### src/rtl/crtc_pkg.sv
package crtc_pkg;
   localparam int unsigned REG_COUNT    = 18;
   localparam int unsigned IDX_HTOTAL   = 0;
   localparam int unsigned IDX_HDISP    = 1;
   localparam int unsigned IDX_HSPOS    = 2;
   localparam int unsigned IDX_HSWIDTH  = 3;
   localparam int unsigned IDX_START_HI = 12;
   localparam int unsigned IDX_START_LO = 13;
   localparam int unsigned RB_FIRST     = 12;
   localparam int unsigned RB_LAST      = 17;
endpackage

### src/rtl/crtc_regs.sv
module crtc_regs #(
   parameter int unsigned DATA_W   = 8,
   parameter int unsigned SEL_W    = 5,
   parameter int unsigned NREGS    = 18,
   parameter int unsigned RB_FIRST = 12,
   parameter int unsigned RB_LAST  = 17
) (
   input  logic                          clk,
   input  logic                          rst_n,
   input  logic                          sel_we,
   input  logic                          data_we,
   input  logic [DATA_W-1:0]             wdata,
   output logic [DATA_W-1:0]             rdata,
   output logic [NREGS-1:0][DATA_W-1:0]  regs_o
);
   logic [SEL_W-1:0]             sel_q;
   logic [NREGS-1:0][DATA_W-1:0] regs_q;

   always_ff @(posedge clk) begin
      if (!rst_n)      sel_q <= '0;
      else if (sel_we) sel_q <= wdata[SEL_W-1:0];
   end

   // one storage slot per index; unmatched indices write nothing
   for (genvar i = 0; i < NREGS; i++) begin : g_slot
      always_ff @(posedge clk) begin
         if (!rst_n)
            regs_q[i] <= '0;
         else if (data_we && sel_q == SEL_W'(i))
            regs_q[i] <= wdata;
      end
   end

   always_comb begin
      rdata = '1;
      for (int i = RB_FIRST; i <= RB_LAST; i++)
         if (sel_q == SEL_W'(i)) rdata = regs_q[i];
   end

   assign regs_o = regs_q;

   assert_ignored_write_R9: assert property (@(posedge clk) disable iff (!rst_n)
      (data_we && !sel_we && sel_q >= SEL_W'(NREGS)) |=> $stable(regs_q));
endmodule

### src/rtl/crtc_hsync.sv
module crtc_hsync #(
   parameter int unsigned POS_W = 8,
   parameter int unsigned WID_W = 4
) (
   input  logic             clk,
   input  logic             rst_n,
   input  logic             commit,
   input  logic [POS_W-1:0] char_pos,
   input  logic [POS_W-1:0] sync_pos,
   input  logic [WID_W-1:0] sync_width,
   output logic             hsync
);
   logic             hs_q, hs_mid, start;
   logic [WID_W-1:0] w_q, w_mid;

   assign start  = (char_pos == sync_pos);
   assign hs_mid = start | hs_q;
   assign w_mid  = start ? '0 : w_q;

   always_ff @(posedge clk) begin
      if (!rst_n) begin
         hs_q <= 1'b0;
         w_q  <= '0;
      end else if (commit && hs_mid) begin
         if (w_mid == sync_width) begin
            hs_q <= 1'b0;
            w_q  <= w_mid;
         end else begin
            hs_q <= 1'b1;
            w_q  <= w_mid + WID_W'(1);
         end
      end
   end

   assign hsync = hs_q;

   assert_zero_width_R2: assert property (@(posedge clk) disable iff (!rst_n)
      (commit && start && sync_width == '0) |=> !hsync);
   assert_sync_ends_at_width_R1: assert property (@(posedge clk) disable iff (!rst_n)
      $fell(hsync) |-> ($past(w_q) == $past(sync_width) || $past(start)));
endmodule

### src/rtl/crtc_hcount.sv
module crtc_hcount #(
   parameter int unsigned POS_W  = 8,
   parameter int unsigned ADDR_W = 14,
   parameter int unsigned LINE_W = 8
) (
   input  logic              clk,
   input  logic              rst_n,
   input  logic              ph1_go,
   input  logic              commit,
   input  logic [POS_W-1:0]  htotal,
   input  logic [POS_W-1:0]  hdisp,
   input  logic [ADDR_W-1:0] start_addr,
   output logic [POS_W-1:0]  char_pos,
   output logic [ADDR_W-1:0] ra,
   output logic              hvis,
   output logic              eol,
   output logic [ADDR_W-1:0] eol_addr,
   output logic [LINE_W-1:0] line_cnt
);
   logic [POS_W-1:0]  pos_q;
   logic [ADDR_W-1:0] ra_q, eol_addr_q;
   logic [LINE_W-1:0] line_q;
   logic              hvis_q, eol_q, at_end;

   assign at_end = (pos_q == htotal);

   always_ff @(posedge clk) begin
      if (!rst_n) begin
         pos_q      <= '0;
         ra_q       <= '0;
         line_q     <= '0;
         hvis_q     <= 1'b0;
         eol_q      <= 1'b0;
         eol_addr_q <= '0;
      end else if (ph1_go) begin
         eol_q <= 1'b0;
         if (pos_q == hdisp) begin
            hvis_q     <= 1'b0;
            eol_addr_q <= ra_q;
         end else if (pos_q == '0) begin
            hvis_q <= 1'b1;
         end
      end else if (commit) begin
         eol_q <= at_end;
         if (at_end) begin
            pos_q  <= '0;
            ra_q   <= start_addr;
            line_q <= line_q + LINE_W'(1);
         end else begin
            pos_q <= pos_q + POS_W'(1);
            ra_q  <= ra_q + ADDR_W'(1);
         end
      end
   end

   assign char_pos = pos_q;
   assign ra       = ra_q;
   assign hvis     = hvis_q;
   assign eol      = eol_q;
   assign eol_addr = eol_addr_q;
   assign line_cnt = line_q;

   assert_addr_step_R3: assert property (@(posedge clk) disable iff (!rst_n)
      (commit && !at_end) |=> (ra == $past(ra) + ADDR_W'(1)));
   assert_line_reload_R4: assert property (@(posedge clk) disable iff (!rst_n)
      (commit && at_end) |=> (ra == $past(start_addr) && eol && char_pos == '0));
endmodule

### src/rtl/crtc_htiming.sv
module crtc_htiming
   import crtc_pkg::*;
#(
   parameter int unsigned DATA_W = 8,
   parameter int unsigned ADDR_W = 14,
   parameter int unsigned SEL_W  = 5,
   parameter int unsigned WID_W  = 4,
   parameter int unsigned LINE_W = 8
) (
   input  logic              clk,
   input  logic              rst_n,
   input  logic              advance,
   input  logic              line_visible,
   input  logic              sel_we,
   input  logic              data_we,
   input  logic [DATA_W-1:0] wdata,
   output logic [DATA_W-1:0] rdata,
   output logic [DATA_W-1:0] status,
   output logic              hsync,
   output logic              display_enable,
   output logic [ADDR_W-1:0] refresh_address,
   output logic              eol,
   output logic [ADDR_W-1:0] eol_address,
   output logic [LINE_W-1:0] line_count,
   output logic              phase1,
   output logic              phase2
);
   localparam int unsigned POS_W = DATA_W;

   if (ADDR_W > 2 * DATA_W) begin : g_bad_addr
      $error("ADDR_W must fit in two registers");
   end
   if (WID_W > DATA_W) begin : g_bad_wid
      $error("WID_W must fit in one register");
   end
   if ((1 << SEL_W) < REG_COUNT) begin : g_bad_sel
      $error("SEL_W too narrow for the register count");
   end

   logic [REG_COUNT-1:0][DATA_W-1:0] regs;
   logic                             ph_q, started_q, ph1_go, commit, hvis;
   logic [POS_W-1:0]                 char_pos;
   logic [ADDR_W-1:0]                start_addr;

   crtc_regs #(
      .DATA_W(DATA_W), .SEL_W(SEL_W), .NREGS(REG_COUNT),
      .RB_FIRST(RB_FIRST), .RB_LAST(RB_LAST)
   ) u_regs (
      .clk(clk), .rst_n(rst_n), .sel_we(sel_we), .data_we(data_we),
      .wdata(wdata), .rdata(rdata), .regs_o(regs)
   );

   always_ff @(posedge clk) begin
      if (!rst_n) begin
         ph_q      <= 1'b0;
         started_q <= 1'b0;
      end else if (advance) begin
         ph_q      <= ~ph_q;
         started_q <= 1'b1;
      end
   end

   assign ph1_go     = advance & ~ph_q;
   assign commit     = advance & ph_q;
   assign start_addr = ADDR_W'({regs[IDX_START_HI], regs[IDX_START_LO]});

   crtc_hcount #(.POS_W(POS_W), .ADDR_W(ADDR_W), .LINE_W(LINE_W)) u_hcount (
      .clk(clk), .rst_n(rst_n), .ph1_go(ph1_go), .commit(commit),
      .htotal(regs[IDX_HTOTAL]), .hdisp(regs[IDX_HDISP]), .start_addr(start_addr),
      .char_pos(char_pos), .ra(refresh_address), .hvis(hvis), .eol(eol),
      .eol_addr(eol_address), .line_cnt(line_count)
   );

   crtc_hsync #(.POS_W(POS_W), .WID_W(WID_W)) u_hsync (
      .clk(clk), .rst_n(rst_n), .commit(commit), .char_pos(char_pos),
      .sync_pos(regs[IDX_HSPOS]), .sync_width(regs[IDX_HSWIDTH][WID_W-1:0]),
      .hsync(hsync)
   );

   assign display_enable = hvis & line_visible;
   assign status         = '1;
   assign phase1         = ph_q;
   assign phase2         = started_q & ~ph_q;

   assert_phase_exclusive_R10: assert property (@(posedge clk) disable iff (!rst_n)
      $onehot0({phase1, phase2}));
   assert_sync_moves_into_phase2_R10: assert property (@(posedge clk) disable iff (!rst_n)
      !$stable(hsync) |-> phase2);
   assert_enable_needs_line_R5: assert property (@(posedge clk) disable iff (!rst_n)
      display_enable |-> line_visible);
endmodule

### config.mk
export PLATFORM = sky130hd
export DESIGN_NAME = crtc_htiming
export DESIGN_NICKNAME = d
export VERILOG_FILES = /design/src/rtl/crtc_pkg.sv /design/src/rtl/crtc_regs.sv /design/src/rtl/crtc_hsync.sv /design/src/rtl/crtc_hcount.sv /design/src/rtl/crtc_htiming.sv
export SDC_FILE = /design/constraint.sdc
export NUM_CORES = 1
export LEC_CHECK = 0
export ABC_AREA = 1
export CORE_UTILIZATION = 50
export DETAILED_ROUTE_END_ITERATION = 8
export PLACE_DENSITY = 0.72
export SYNTH_ARGS = -nofsm -noshare
export SYNTH_HDL_FRONTEND = slang
export SYNTH_SLANG_ARGS = --single-unit
### constraint.sdc
create_clock -name clk -period 2.1 [get_ports clk]
set_input_delay 0.42 -clock clk [delete_from_list [all_inputs] [get_ports clk]]
set_output_delay 0.42 -clock clk [all_outputs]
set_load 0.005 [all_outputs]
==> results of run 1 <==
-- worst reg2reg max path, cell delays in order, from the launching register on --
cell,delay [ps]
dfxtp_4,400
inv_4,60
buf_6,120
nor4_4,230
buf_4,190
buf_6,110
nand2_1,300
o21ai_0,320
a21oi_1,80
-- per-layer routing --
layer	wire, um	global-route usage, %
met3	979	5.53
met4	537	12.6
met2	8110	45.2
met5	0	0
met1	7300	34.3
-- layout make-up --
class / instances / share of cell area (%)
Timing Repair inverter: 1 / 0.0932
Clock buffer: 22 / 5.76
Tap cell: 168 / 2.61
Sequential cell: 134 / 33.4
Inverter: 110 / 5.25
Clock inverter: 10 / 1.58
Timing Repair Buffer: 118 / 13.3
Multi-Input combinational cell: 551 / 38.0
-- logic make-up after synthesis --
logic type / share of synthesized area (%)
AND/OR/NAND/NOR: 21.0
AO/OA/AOI/OAI: 21.4
buffers and inverters: 10.6
flip-flops: 43.2
XOR/XNOR: 2.66
adder cells (fa/ha/maj): 1.01
other: 0.0604
-- state kept, by name, summed over array words and instances, names as in the netlist --
register           flops
phase1                 1
started_q              1
u_hcount.char_pos      8
u_hcount.eol           1
u_hcount.eol_addr     14
u_hcount.hvis          1
u_hcount.line_cnt      8
u_hcount.ra           14
u_hsync.hsync          1
u_hsync.w_q            4
u_regs.regs_o         76
u_regs.sel_q           5
-- synth_stat cells (2+ instances only) --
| library cell | n |
|---|---|
| a211oi_1 | 18 |
| a21oi_1 | 91 |
| a221oi_1 | 2 |
| a22oi_1 | 5 |
| a31oi_1 | 2 |
| buf_1 | 3 |
| buf_2 | 6 |
| buf_4 | 10 |
| buf_6 | 3 |
| clkbuf_1 | 25 |
| dfxtp_1 | 134 |
| ha_1 | 5 |
| inv_1 | 99 |
| inv_2 | 9 |
| nand2_1 | 121 |
| nand2_2 | 5 |
| nand2_4 | 2 |
| nand3_1 | 44 |
| nand3_2 | 2 |
| nand4_1 | 7 |
| nor2_1 | 79 |
| nor2_2 | 6 |
| nor2_8 | 2 |
| nor3_1 | 9 |
| nor3_2 | 2 |
| nor3b_1 | 3 |
| nor4_1 | 2 |
| o2111ai_1 | 2 |
| o211ai_1 | 6 |
| o21ai_0 | 83 |
| o21ai_1 | 3 |
| o221a_2 | 5 |
| o221ai_1 | 7 |
| o22ai_1 | 7 |
| xnor2_1 | 8 |
| xor2_1 | 9 |
-- power breakdown --
group | switching, mW | leakage [nW] | internal (mW) | total, mW
sequential | 0.0824 | 1.09 | 2.65 | 2.73
clock | 1.06 | 0.293 | 1.91 | 2.98
combinational | 0.469 | 1.78 | 0.364 | 0.834
total | 1.61 | 3.16 | 4.93 | 6.54
-- how the worst min path moves through the flow --
stage	slack [ps]	startpoint	cells past startpoint	to
after floorplan	420	u_regs.regs_o[103]$_SDFFE_PN0P_	2	u_regs.regs_o[103]$_SDFFE_PN0P_
after global placement	440	u_regs.regs_o[140]$_SDFFE_PN0P_	2	u_regs.regs_o[140]$_SDFFE_PN0P_
final	450	u_regs.regs_o[142]$_SDFFE_PN0P_	2	u_regs.regs_o[142]$_SDFFE_PN0P_
after global routing	480	rst_n	3	u_hcount.char_pos[4]$_SDFFE_PN0P_
after CTS	450	rst_n	3	phase1$_SDFFE_PN0P_
after detailed placement	440	u_regs.regs_o[142]$_SDFFE_PN0P_	2	u_regs.regs_o[142]$_SDFFE_PN0P_
-- timing repair --
action | CTS | global route
resized for setup | 75 | 16
gates cloned | 1 | 0
pin swaps | 13 | 9
buffers inserted | 15 | 1
endpoints found under the setup margin | 8 | 8
==> summary.md, run 1 <==
| Metric | Value |
|---|---|
| Largest net degree at the start of global routing | `74` |
| Ranking of synthesized cells by area | `dfxtp_1 (43%), a21oi_1 (7.3%), nand2_1 (7.3%)` |
| Full die area | `12,900 um^2` |
| Setup TNS Final | `-1270 ps` |
| Crit end category | `primary output` |
| Routed via count | `5,991` |
| Avg Cell Area, Syn | `7.43 um^2` |
| CTS Buffer Depth | `2` |
| Ys Warns | `0` |
| First-pass DRT Iterations | `6` |
| Antenna-violating nets left | `0` |
| Share of layout cells above drive strength 1 | `17.3%` |
| Setup slack, reg-to-reg | `160 ps` |
| Crit path largest cell delay | `340 ps` |
| Clock-pin slew on the worst setup and hold paths | `50 ps` |
| Grt ovf | `0` |
| Placed cells | `1,065` |
| #FFs+latches synth | `134` |
| Final Hold Viols | `0` |
| DR vias/cell | `5.38` |
| Slowest CP cell | `dfxtp_2` |
| FF-to-FF End | `u_regs.regs_o[126]$_SDFFE_PN0P_` |
| Initial DRC count | `461` |
| CP Capture Point | `rdata[5]` |
| Worst Hold Class | `register to register` |
| EDFF count, synth | `0` |
| Cell family with most CP delay | `simple AND/OR/NAND/NOR gates` |
| GP Congestion | `0.970` |
| Setup ws final | `-209 ps` |
| Design area | `8060 um^2` |
| Commonest non-fill, non-tap cell in the layout | `dfxtp_1` |
| DP Wirelength | `11,400 um` |
| Gr usage total | `27.3%` |
| Critical path class | `register to primary output` |
| Antenna diodes | `0` |
| Crit path arrival time | `1890 ps` |
| First-pass GRT wire length | `27,500 um` |
| Worst Path Max Fanout | `8` |
| WP data required | `1680 ps` |
| Placed Area | `7160 um^2` |
| CTS tree | `yes` |
| Initial core utilization | `51.5%` |
| Min cycle time layout | `2310 ps` |
| Yosys top cell area share | `43.2%` |
| CP startpoint kind | `register` |
| Die width | `113 um` |
| Layout area overhead | `29.8%` |
| Setup Viol. Count Final | `8` |
| Sequential element share of the synthesized area | `43.2%` |
| Setup Slack @ Placement | `-239 ps` |
| Clk_lat worst skew | `420 ps` |
| RSZ-0062 raised after global routing | `true` |
| Area leader, netlist | `dfxtp_1` |
| Number of cells on the critical path | `8` |
| Die Ht | `113 um` |
| Status | `finished with violations` |
| Final Util | `66.8%` |
| # hold bufs at CTS | `0` |
| Post-Route WL | `16,900 um` |
| Filler cell count | `986` |
| Max-slew headroom | `59.2%` |
| # port buffers | `62` |
| CORE AREA | `12,100 um^2` |
| Ys flop type | `dfxtp_1` |
| Leakage | `3.16 nW` |
| Layout Cells excl Fill | `1,114` |
| Mapped Cells | `835` |
| Root Buffer | `clkbuf_16` |
| Rows | `40` |
| Synthesized cell area | `6210 um^2` |
| Multi-input combinational cell area | `3060 um^2` |
| Worst reg-to-reg path cell count | `8` |
| Worst Clk Skew | `6.88 ps` |
| Worst Hold Slack | `451 ps` |
| Most frequent cells in the layout | `dfxtp_1 (130), nand2_1 (118), inv_1 (96)` |
| Register Area | `2690 um^2` |
| Drt drc | `0` |
| Worst path cell trace | `nand2_4 > nor2_4 > nand2_2 > o221ai_2 > o21ai_2 > o211ai_1 > nor2_1 > buf_2` |
| Routed len/inst | `15.2 um` |
| Worst-Margin Slew | `610 ps` |
| Clk sinks | `134` |
| Worst path buffer plus inverter count | `1` |
| Pwr dens | `812 nW/um^2` |
| Initial antenna violation count | `0` |
| CTS H-tree lvls | `4` |
| Worst r2r src | `u_regs.sel_q[0]$_SDFFE_PN0P_` |
| Io pins | `71` |
| Final period utilization | `110%` |
| Fmax | `433 MHz` |
| Asr flop ratio synth | `0%` |
| Slew Viols, Final | `0` |
| Failing checks | `negative setup slack` |
| Tot Pwr | `6.54 mW` |
| CP Launch Point | `u_regs.sel_q[3]$_SDFFE_PN0P_` |
| Vias in the first global route | `5,653` |
| Peak VDD IR | `0.640 mV` |
| CTS buffer count | `17` |
| Max Cap Violations | `0` |
| Final layout net count | `952` |
| Yosys cell types | `45` |
(Power assumes the default switching activity.)
==> run 2: changes to the inputs <==
--- a/config.mk
+++ b/config.mk
@@ -6,6 +6,7 @@
 export NUM_CORES = 1
 export LEC_CHECK = 0
 export ABC_AREA = 1
+export CAP_MARGIN = 20
 export CORE_UTILIZATION = 50
 export DETAILED_ROUTE_END_ITERATION = 8
 export PLACE_DENSITY = 0.72
==> results of run 2 <==
Same layout as run 1: the final DEF is identical, and so are final timing and power.
